==> config.mk <==
export PLATFORM = sky130hd
export DESIGN_NAME = pw_write_guard
export DESIGN_NICKNAME = d
export VERILOG_FILES = /design/src/rtl/pw_guard_pkg.sv /design/src/rtl/pw_cmd_decode.sv /design/src/rtl/pw_guard_state.sv /design/src/rtl/pw_write_gate.sv /design/src/rtl/pw_write_guard.sv
export SDC_FILE = /design/constraint.sdc
export NUM_CORES = 1
export LEC_CHECK = 0
export ABC_AREA = 1
export BUFFER_PORTS_ARGS = -buffer_cell sky130_fd_sc_hd__buf_2
export CAP_MARGIN = 0
export CORE_ASPECT_RATIO = 1.1
export CORE_MARGIN = 1.5
export CORE_UTILIZATION = 44
export CTS_CLUSTER_DIAMETER = 30
export DETAILED_ROUTE_END_ITERATION = 6
export GPL_ROUTABILITY_DRIVEN = 0
export PLACE_DENSITY = 0.76
export SYNTH_ARGS = -nofsm -noshare
export SYNTH_HDL_FRONTEND = slang
export SYNTH_SLANG_ARGS = --single-unit
export TNS_END_PERCENT = 20
==> constraint.sdc <==
create_clock -name clk -period 1.5 [get_ports clk]
set_input_delay 0.225 -clock clk [delete_from_list [all_inputs] [get_ports clk]]
set_output_delay 0.225 -clock clk [all_outputs]
set_load 0.02 [all_outputs]
==> src/rtl/pw_guard_pkg.sv <==
package pw_guard_pkg;

  localparam int CODE_W = 5;

  localparam logic [CODE_W-1:0] CODE_OPEN  = 5'b10011;
  localparam logic [CODE_W-1:0] CODE_CLOSE = 5'b10101;
  localparam logic [CODE_W-1:0] CODE_MODE  = 5'b11000;

  typedef enum logic [1:0] {
    CMD_NONE  = 2'd0,
    CMD_OPEN  = 2'd1,
    CMD_CLOSE = 2'd2,
    CMD_MODE  = 2'd3
  } pw_cmd_e;

endpackage

==> src/rtl/pw_cmd_decode.sv <==
module pw_cmd_decode
  import pw_guard_pkg::*;
#(
  parameter int ADDR_W     = 8,
  parameter int DATA_W     = 8,
  parameter int GUARD_ADDR = 'hF0,
  parameter int PROT_BASE  = 'h10,
  parameter int PROT_COUNT = 4,
  parameter int IDX_W      = 2
) (
  input  logic              wr_en,
  input  logic [ADDR_W-1:0] wr_addr,
  input  logic [DATA_W-1:0] wr_data,
  output pw_cmd_e           cmd,
  output logic              mode_val,
  output logic              is_prot,
  output logic [IDX_W-1:0]  idx
);

  localparam logic [ADDR_W:0]   BASE_X  = (ADDR_W+1)'(PROT_BASE);
  localparam logic [ADDR_W:0]   LIMIT_X = (ADDR_W+1)'(PROT_BASE + PROT_COUNT);
  localparam logic [ADDR_W-1:0] GUARD_A = ADDR_W'(GUARD_ADDR);

  logic              is_guard;
  logic [CODE_W-1:0] code;
  logic [ADDR_W-1:0] offset;
  logic              unused_bits;

  assign is_guard = wr_en && (wr_addr == GUARD_A);
  assign code     = wr_data[CODE_W-1:0];
  assign mode_val = wr_data[DATA_W-1];

  always_comb begin
    cmd = CMD_NONE;
    if (is_guard) begin
      unique case (code)
        CODE_OPEN:  cmd = CMD_OPEN;
        CODE_CLOSE: cmd = CMD_CLOSE;
        CODE_MODE:  cmd = CMD_MODE;
        default:    cmd = CMD_NONE;
      endcase
    end
  end

  assign is_prot = wr_en && ({1'b0, wr_addr} >= BASE_X) && ({1'b0, wr_addr} < LIMIT_X);
  assign offset  = wr_addr - BASE_X[ADDR_W-1:0];
  assign idx     = offset[IDX_W-1:0];

  assign unused_bits = ^{offset, wr_data};

endmodule

==> src/rtl/pw_guard_state.sv <==
module pw_guard_state
  import pw_guard_pkg::*;
(
  input  logic    clk,
  input  logic    rst,
  input  pw_cmd_e cmd,
  input  logic    mode_val,
  output logic    open_q,
  output logic    bypass_q
);

  always_ff @(posedge clk) begin
    if (rst) begin
      open_q   <= 1'b0;
      bypass_q <= 1'b0;
    end else begin
      case (cmd)
        CMD_OPEN:  open_q   <= 1'b1;
        CMD_CLOSE: open_q   <= 1'b0;
        CMD_MODE:  bypass_q <= mode_val;
        default:   ;
      endcase
    end
  end

  assert_open_by_code_R2: assert property (@(posedge clk) disable iff (rst)
    $rose(open_q) |-> $past(cmd == CMD_OPEN));

  assert_open_takes_R2: assert property (@(posedge clk) disable iff (rst)
    (cmd == CMD_OPEN) |=> open_q);

  assert_close_takes_R3: assert property (@(posedge clk) disable iff (rst)
    (cmd == CMD_CLOSE) |=> !open_q);

  assert_mode_by_code_R4: assert property (@(posedge clk) disable iff (rst)
    !$stable(bypass_q) |-> $past(cmd == CMD_MODE));

  assert_idle_code_R5: assert property (@(posedge clk) disable iff (rst)
    (cmd == CMD_NONE) |=> ($stable(open_q) && $stable(bypass_q)));

endmodule

==> src/rtl/pw_write_gate.sv <==
module pw_write_gate #(
  parameter int DATA_W = 8,
  parameter int IDX_W  = 2
) (
  input  logic              clk,
  input  logic              rst,
  input  logic              is_prot,
  input  logic [IDX_W-1:0]  idx,
  input  logic [DATA_W-1:0] wr_data,
  input  logic              open_q,
  input  logic              bypass_q,
  output logic              prot_we,
  output logic [IDX_W-1:0]  prot_idx,
  output logic [DATA_W-1:0] prot_data
);

  logic permit;
  assign permit = is_prot && (open_q || bypass_q);

  always_ff @(posedge clk) begin
    if (rst) begin
      prot_we   <= 1'b0;
      prot_idx  <= '0;
      prot_data <= '0;
    end else begin
      prot_we <= permit;
      if (permit) begin
        prot_idx  <= idx;
        prot_data <= wr_data;
      end
    end
  end

  assert_locked_drop_R6: assert property (@(posedge clk) disable iff (rst)
    (is_prot && !open_q && !bypass_q) |=> !prot_we);

  assert_open_pass_R7: assert property (@(posedge clk) disable iff (rst)
    (is_prot && open_q) |=> (prot_we && prot_data == $past(wr_data) && prot_idx == $past(idx)));

  assert_bypass_pass_R8: assert property (@(posedge clk) disable iff (rst)
    (is_prot && bypass_q) |=> prot_we);

  assert_window_only_R9: assert property (@(posedge clk) disable iff (rst)
    prot_we |-> $past(is_prot));

endmodule

==> src/rtl/pw_write_guard.sv <==
module pw_write_guard
  import pw_guard_pkg::*;
#(
  parameter int ADDR_W     = 8,
  parameter int DATA_W     = 8,
  parameter int GUARD_ADDR = 'hF0,
  parameter int PROT_BASE  = 'h10,
  parameter int PROT_COUNT = 4,
  localparam int IDX_W     = (PROT_COUNT > 1) ? $clog2(PROT_COUNT) : 1
) (
  input  logic              clk,
  input  logic              rst,
  input  logic              wr_en,
  input  logic [ADDR_W-1:0] wr_addr,
  input  logic [DATA_W-1:0] wr_data,
  output logic              prot_we,
  output logic [IDX_W-1:0]  prot_idx,
  output logic [DATA_W-1:0] prot_data,
  output logic              access_open,
  output logic              mode_bypass
);

  pw_cmd_e          cmd;
  logic             mode_val;
  logic             is_prot;
  logic [IDX_W-1:0] idx;
  logic             open_q;
  logic             bypass_q;

  pw_cmd_decode #(
    .ADDR_W(ADDR_W), .DATA_W(DATA_W), .GUARD_ADDR(GUARD_ADDR),
    .PROT_BASE(PROT_BASE), .PROT_COUNT(PROT_COUNT), .IDX_W(IDX_W)
  ) u_dec (
    .wr_en(wr_en), .wr_addr(wr_addr), .wr_data(wr_data),
    .cmd(cmd), .mode_val(mode_val), .is_prot(is_prot), .idx(idx)
  );

  pw_guard_state u_state (
    .clk(clk), .rst(rst), .cmd(cmd), .mode_val(mode_val),
    .open_q(open_q), .bypass_q(bypass_q)
  );

  pw_write_gate #(.DATA_W(DATA_W), .IDX_W(IDX_W)) u_gate (
    .clk(clk), .rst(rst), .is_prot(is_prot), .idx(idx), .wr_data(wr_data),
    .open_q(open_q), .bypass_q(bypass_q),
    .prot_we(prot_we), .prot_idx(prot_idx), .prot_data(prot_data)
  );

  assign access_open = open_q;
  assign mode_bypass = bypass_q;

  assert_reset_state_R1: assert property (@(posedge clk)
    $past(rst) |-> (!access_open && !mode_bypass && !prot_we));

endmodule

## Yosys cells after proc, flatten, opt, wreduce, memory -nomap -nowiden

Cells that the tools add are included.

| operators by class | value |
|---|---|
| add/subtract/negate cells | 1 |
| order comparisons | 2 |
| equality and inequality tests | 7 |
| muxes and demuxes | 3 |
| reduce and logical (&&, ||, !) cells | 6 |

Operator list:

| kind | count |
|---|---|
| 5-bit equality test (second input constant) | 3 |
| 8-bit equality test (second input constant) | 1 |
| 8-bit by 5-bit greater-or-equal comparator with 1-bit output (second input constant) | 1 |
| 8-bit by 5-bit < comparator with 1-bit output (second input constant) | 1 |
| 2-bit one-hot mux with 3 select lines | 1 |
| 2-bit equality test (second input constant) | 2 |
| 1-bit logical AND | 4 |
| 2-bit by 1-bit equality test with 1-bit output (second input constant) | 1 |
| 2-bit 2-to-1 mux | 1 |
| 1-bit one-hot mux with 2 select lines | 1 |
| 2-bit nonzero test | 1 |
| 2-bit by 1-bit subtractor with 2-bit output (second input constant) | 1 |
| 1-bit logical OR | 1 |

| word-level totals | value |
|---|---|
| flip-flop bits (word level) | 13 |

## Longest topological paths before layout

| depth | value |
|---|---|
| word-level depth | 5 |
| mapped depth | 9 |

## Modules after synthesis

Synthesis repeated with hierarchy kept, for this count alone.

| unflattened totals | value |
|---|---|
| cells, all modules | 116 |
| area total of the unflattened synthesis | 721.9 um^2 |

Modules (own cells, without submodules):

| module | instances | cells an instance | area an instance (um^2) |
|---|---|---|---|
| pw_write_gate | 1 | 70 | 466.7 |
| pw_cmd_decode | 1 | 30 | 145.1 |
| pw_guard_state | 1 | 16 | 110.1 |

## Least setup slack after synthesis

No wires, ideal clock.

| timing | value |
|---|---|
| path type | input -> register |
| start point | input wr_addr[3] |
| end point | register u_state.open_q |
| library setup time | 0.114 ns |
| data arrival time | 1.160 ns |
| data required time | 1.386 ns |
| setup slack | 0.226 ns |
| stages | 7 |
| cells stage by stage | nor2_1 > nand3_1 > a21oi_2 > inv_1 > ha_1 > a21oi_1 > nor2_1 |

| between the ends | value |
|---|---|
| word-level cells in the longest chain between the ends | 5 |
| elaborated cells between the ends (all ways) | 7 |
| classes of those cells | eq/ne (3); mux (2); reduce/logical (2) |

RTL lines:

| item | line | RTL |
|---|---|---|
| from (decl) | pw_write_guard.sv:14 | `input logic [ADDR_W-1:0] wr_addr,` |
| 8-bit equality test (*) | pw_cmd_decode.sv:29 | `assign is_guard = wr_en && (wr_addr == GUARD_A);` |
| 1-bit logical AND (*) | pw_cmd_decode.sv:29 |  |
| 2-bit 2-to-1 mux (*) | pw_cmd_decode.sv:35 | `if (is_guard) begin` |
| 2-bit equality test / 2-bit by 1-bit equality test with 1-bit output (equally long branches) | pw_guard_state.sv:17 | `case (cmd)` |
| 1-bit one-hot mux with 2 select lines / 2-bit nonzero test (equally long branches) | n/a |  |
| to (signal assigned) | pw_guard_state.sv:14 | `open_q <= 1'b0;` |
| to (signal assigned) | pw_guard_state.sv:18 | `CMD_OPEN: open_q <= 1'b1;` |
| to (signal assigned) | pw_guard_state.sv:19 | `CMD_CLOSE: open_q <= 1'b0;` |
| to (decl) | pw_guard_state.sv:8 | `output logic open_q,` |

Mark *: on every way between the ends. The rest lies on a longest branch, timed or not.
A chain may end at the register's enable or synchronous reset.

## Worst setup path in the final report

| timing | value |
|---|---|
| start point | register u_state.bypass_q |
| end point | register u_gate.prot_data[6] |

| between the ends | value |
|---|---|
| word-level cells in the longest chain between the ends | 2 |

RTL lines:

| item | line | RTL |
|---|---|---|
| from (decl) | pw_guard_state.sv:9 | `output logic bypass_q` |
| from (signal assigned) | pw_guard_state.sv:20 | `CMD_MODE: bypass_q <= mode_val;` |
| 1-bit logical OR | pw_write_gate.sv:18 | `assign permit = is_prot && (open_q \|\| bypass_q);` |
| 1-bit logical AND | pw_write_gate.sv:18 |  |
| to (signal assigned) | pw_write_gate.sv:29 | `prot_data <= wr_data;` |
| to (decl) | pw_write_gate.sv:14 | `output logic [DATA_W-1:0] prot_data` |

No other way between the ends.

==> run summary <==
The final setup skew is ~0.002 ns. STA puts the critical path data required time at around 1.7 ns. Once layout is complete, the utilization of the core stands at 0.6243. The proportion of register bits with asynchronous set or reset after synthesis came out at 0. The register bit count reported by yosys is 13. The cell family contributing the most delay on the critical path is simple AND/OR/NAND/NOR gates. The peak-usage layer in the global routing report is met2. Counting every net in the synthesized netlist gives about 120.

Walking the worst path, the cells encountered are nor2_2 -> nor2_4 -> nand2_4 -> nor2_8 -> nor2_1 -> nor2_1. The highest attainable clock frequency is around 0.85 GHz. The largest fanout on the critical path came out at 11. The final setup violation count came out at 0.

The number of standard-cell rows in the floorplan is 14. The met1 layer usage reported by global route came out at 0.2638. The tightest min-delay check is of the primary input to flop type. The number of antenna violations at the first check in global routing is 0. The flow ran to the end, and the final reports show no timing, DRC or antenna violations. The maximum buffer depth of the clock tree came out at 2. The synthesis warning total came out at 0.

The library cell used most frequently in the layout, excluding fill and tap cells, is sky130_fd_sc_hd__buf_2. Relative to the synthesized area, the layout overhead comes to 26.43%. The total wirelength of the detailed-routed design is around 1400 um. The total power divided by cell area came out at between 700 and 800 nW/um^2. The clock sink total came out at 13. Using the TritonRoute via totals, the vias-per-cell ratio works out to about 4.9.

For this design the top-level I/O count stands at 32. The unique cell type count in the Yosys netlist is 20. In the layout the commonest cells are sky130_fd_sc_hd__buf_2 (31), sky130_fd_sc_hd__nor2_1 (26), sky130_fd_sc_hd__nand2_1 (14).

The critical path start-end classification is flop to flop. The sequential cell area fraction in the yosys report came out at 0.3714. The number of fillers in the final layout is 152. The minimum period implied by the final worst setup slack is 1.182 ns.

After legalization and detailed placement, the total HPWL measured 1102 um. For the final routed database, the setup TNS stands at 0 ns. The number of DRC violations after detailed-routing iteration 0 is 11. The number of hold violations in the final report is 0. The insertion delay to the later sink of the worst-skew pair is between 0.2 and 0.3 ns. The number of nets still failing antenna checks after routing is 0. Max-cap violations in this run came to 0.

After clock tree synthesis, the repair step resized 0 gates. Data on the critical path arrives at its endpoint at 1.39 ns. The area taken by flip-flops and latches came out at 260.3 um^2. The met2 track demand over resource in global routing came out at 0.3063.

The count of flip-flops with a built-in enable after synthesis came out at 0. The number of global-route vias before repair came out at around 640. The maximum VDD drop is roughly 490 uV. In the final routed layout, each cell accounts on average for between 9 and 10 um.

The die extent in y is about 45 um. The number of diodes added for antenna fixing is 0. The port buffer count came out at 31. The number of iterations in the first detailed-routing pass came out at 4. The buffering stage count on the worst path with inverters included is 0.

The static power due to leakage is slightly below 0.5 nW. The die outline width is approximately 40 um. The area enclosed by the die boundary came out at between 1500 and 2000 um^2. The combined area of all synthesized cells came out at ~700 um^2. The number of buffers created by CTS is 3.

The residual overflow from global routing came out at 0. In the routed design, unresolved DRC markers number 0. The global-route wire length before repair came out at approximately 2600 um. Summing all multi-input logic gate instances after layout gives roughly 360 um^2.

Of the available clock period, the critical path in the final layout requires 0.7879. The number of levels in the clock H-tree came out at 1. Clock-pin slew was measured on the worst setup and hold paths at about 0.080 ns.

The starting density of the core is 0.4938. The most frequent cell on the critical path is sky130_fd_sc_hd__nor2_1. STA classifies the critical path startpoint as a flop. The core area is approximately 1400 um^2.

The global routing usage on met3 came out at 0.05911. After clock tree synthesis, the setup repair step added 0 buffers. The total global-route track usage is 0.2074. The number of slew-limit violations in the final report was 0.

Setup repair after global routing left no endpoint under its margin. The count of vias placed by the detailed router came out at slightly above 700. The final layout net count came out at around 150. The relative max-transition margin came out at 0.7967.

The type of destination of the critical path is a flop. The clock tree from TritonCTS is yes. The master of the slowest instance on the critical path is sky130_fd_sc_hd__dfxtp_1. The pin slew with the least headroom to its limit is ~0.30 ns.

In this run the clock root is driven by a sky130_fd_sc_hd__clkbuf_4. The pin count of the biggest net entering global routing is 12. The post-route total power came out at 0.6325 mW.

The worst stage delay on the critical path is roughly 0.37 ns. The cell count after synthesis is 100. The most common flop cell mapped by yosys is sky130_fd_sc_hd__dfxtp_1. In the final layout, the share of cells above drive strength 1 is 0.3333. The number of hold buffers added after CTS is 0. The post-synthesis average cell area is between 7 and 8 um^2.
==> synthesized netlist by cell type (2+ instances only) <==
cell,number,area (um^2)
sky130_fd_sc_hd__buf_4,2,15.01
sky130_fd_sc_hd__nand4_1,13,81.33
sky130_fd_sc_hd__nor3_1,2,10.01
sky130_fd_sc_hd__nand2_1,14,52.55
sky130_fd_sc_hd__nor2_1,26,97.59
sky130_fd_sc_hd__inv_1,10,37.54
sky130_fd_sc_hd__ha_1,2,25.02
sky130_fd_sc_hd__a21oi_1,3,15.01
sky130_fd_sc_hd__nor2_4,2,22.52
sky130_fd_sc_hd__inv_2,3,11.26
sky130_fd_sc_hd__dfxtp_1,13,260.3
sky130_fd_sc_hd__clkinv_1,2,7.510
==> area by class of cell <==
| class | count | area share |
|---|---|---|
| clock buffer | 4 | 0.02966 |
| sequential | 13 | 0.2938 |
| inverter | 15 | 0.06356 |
| timing repair buffer | 32 | 0.1836 |
| multi-input combinational | 68 | 0.4068 |
| tap | 16 | 0.02260 |
==> routing by layer <==
layer / vias to the layer above / share of wire
met4: 0 / 0.014
met1: 320 / 0.44
met5: - / 0
li1: 383 / -
met3: 4 / 0.048
met2: 19 / 0.49
==> per-stage QoR <==
step	setup slack [ns]	instances	hold WS, ns	instance area [um^2]
2_1_floorplan	0.2260	100	0.2974	700.7
3_3_place_gp	0.08875	144	0.4182	859.6
3_5_place_dp	0.02464	144	0.4271	859.6
4_1_cts	0.2970	148	0.1371	885.9
5_1_grt	0.1717	148	0.1323	885.9
6_report	0.3181	148	0.1344	885.9
==> path summary, 6_finish.rpt <==
kind	depth (start not counted)	end	slack [ns]	from
max	6	u_gate.prot_data[6]	0.32	u_state.bypass_q
min	2	u_state.open_q	0.13	rst
max reg2reg	6	u_gate.prot_data[6]	0.32	u_state.bypass_q
min reg2reg	2	u_gate.prot_data[5]	0.48	u_gate.prot_data[5]
==> registers in the layout (all words and copies together), names as in the netlist <==
signal and count:
u_gate.prot_data 8, u_state.open_q 1, u_gate.prot_we 1, u_state.bypass_q 1
u_gate.prot_idx 2
==> report_power, final <==
| part | internal (mW) | leakage, nW | switching (mW) |
|---|---|---|---|
| Clock | 0.103 | 0.0150 | 0.114 |
| Combinational | 0.0288 | 0.364 | 0.0424 |
| Sequential | 0.345 | 0.105 | 0.00000983 |
| Total | 0.476 | 0.483 | 0.156 |
==> cell families (layout without fill, tap and decap cells) <==
kind of cell	count (synthesis)	after routing	synth area share
buffers and inverters	19	51	0.1143
AND/OR/NAND/NOR	61	61	0.4375
AO/OA/AOI/OAI	5	5	0.04106
flip-flops	13	13	0.3714
adder cells (fa/ha/maj)	2	2	0.03571
No activity file was read; power rests on OpenSTA's default activity.
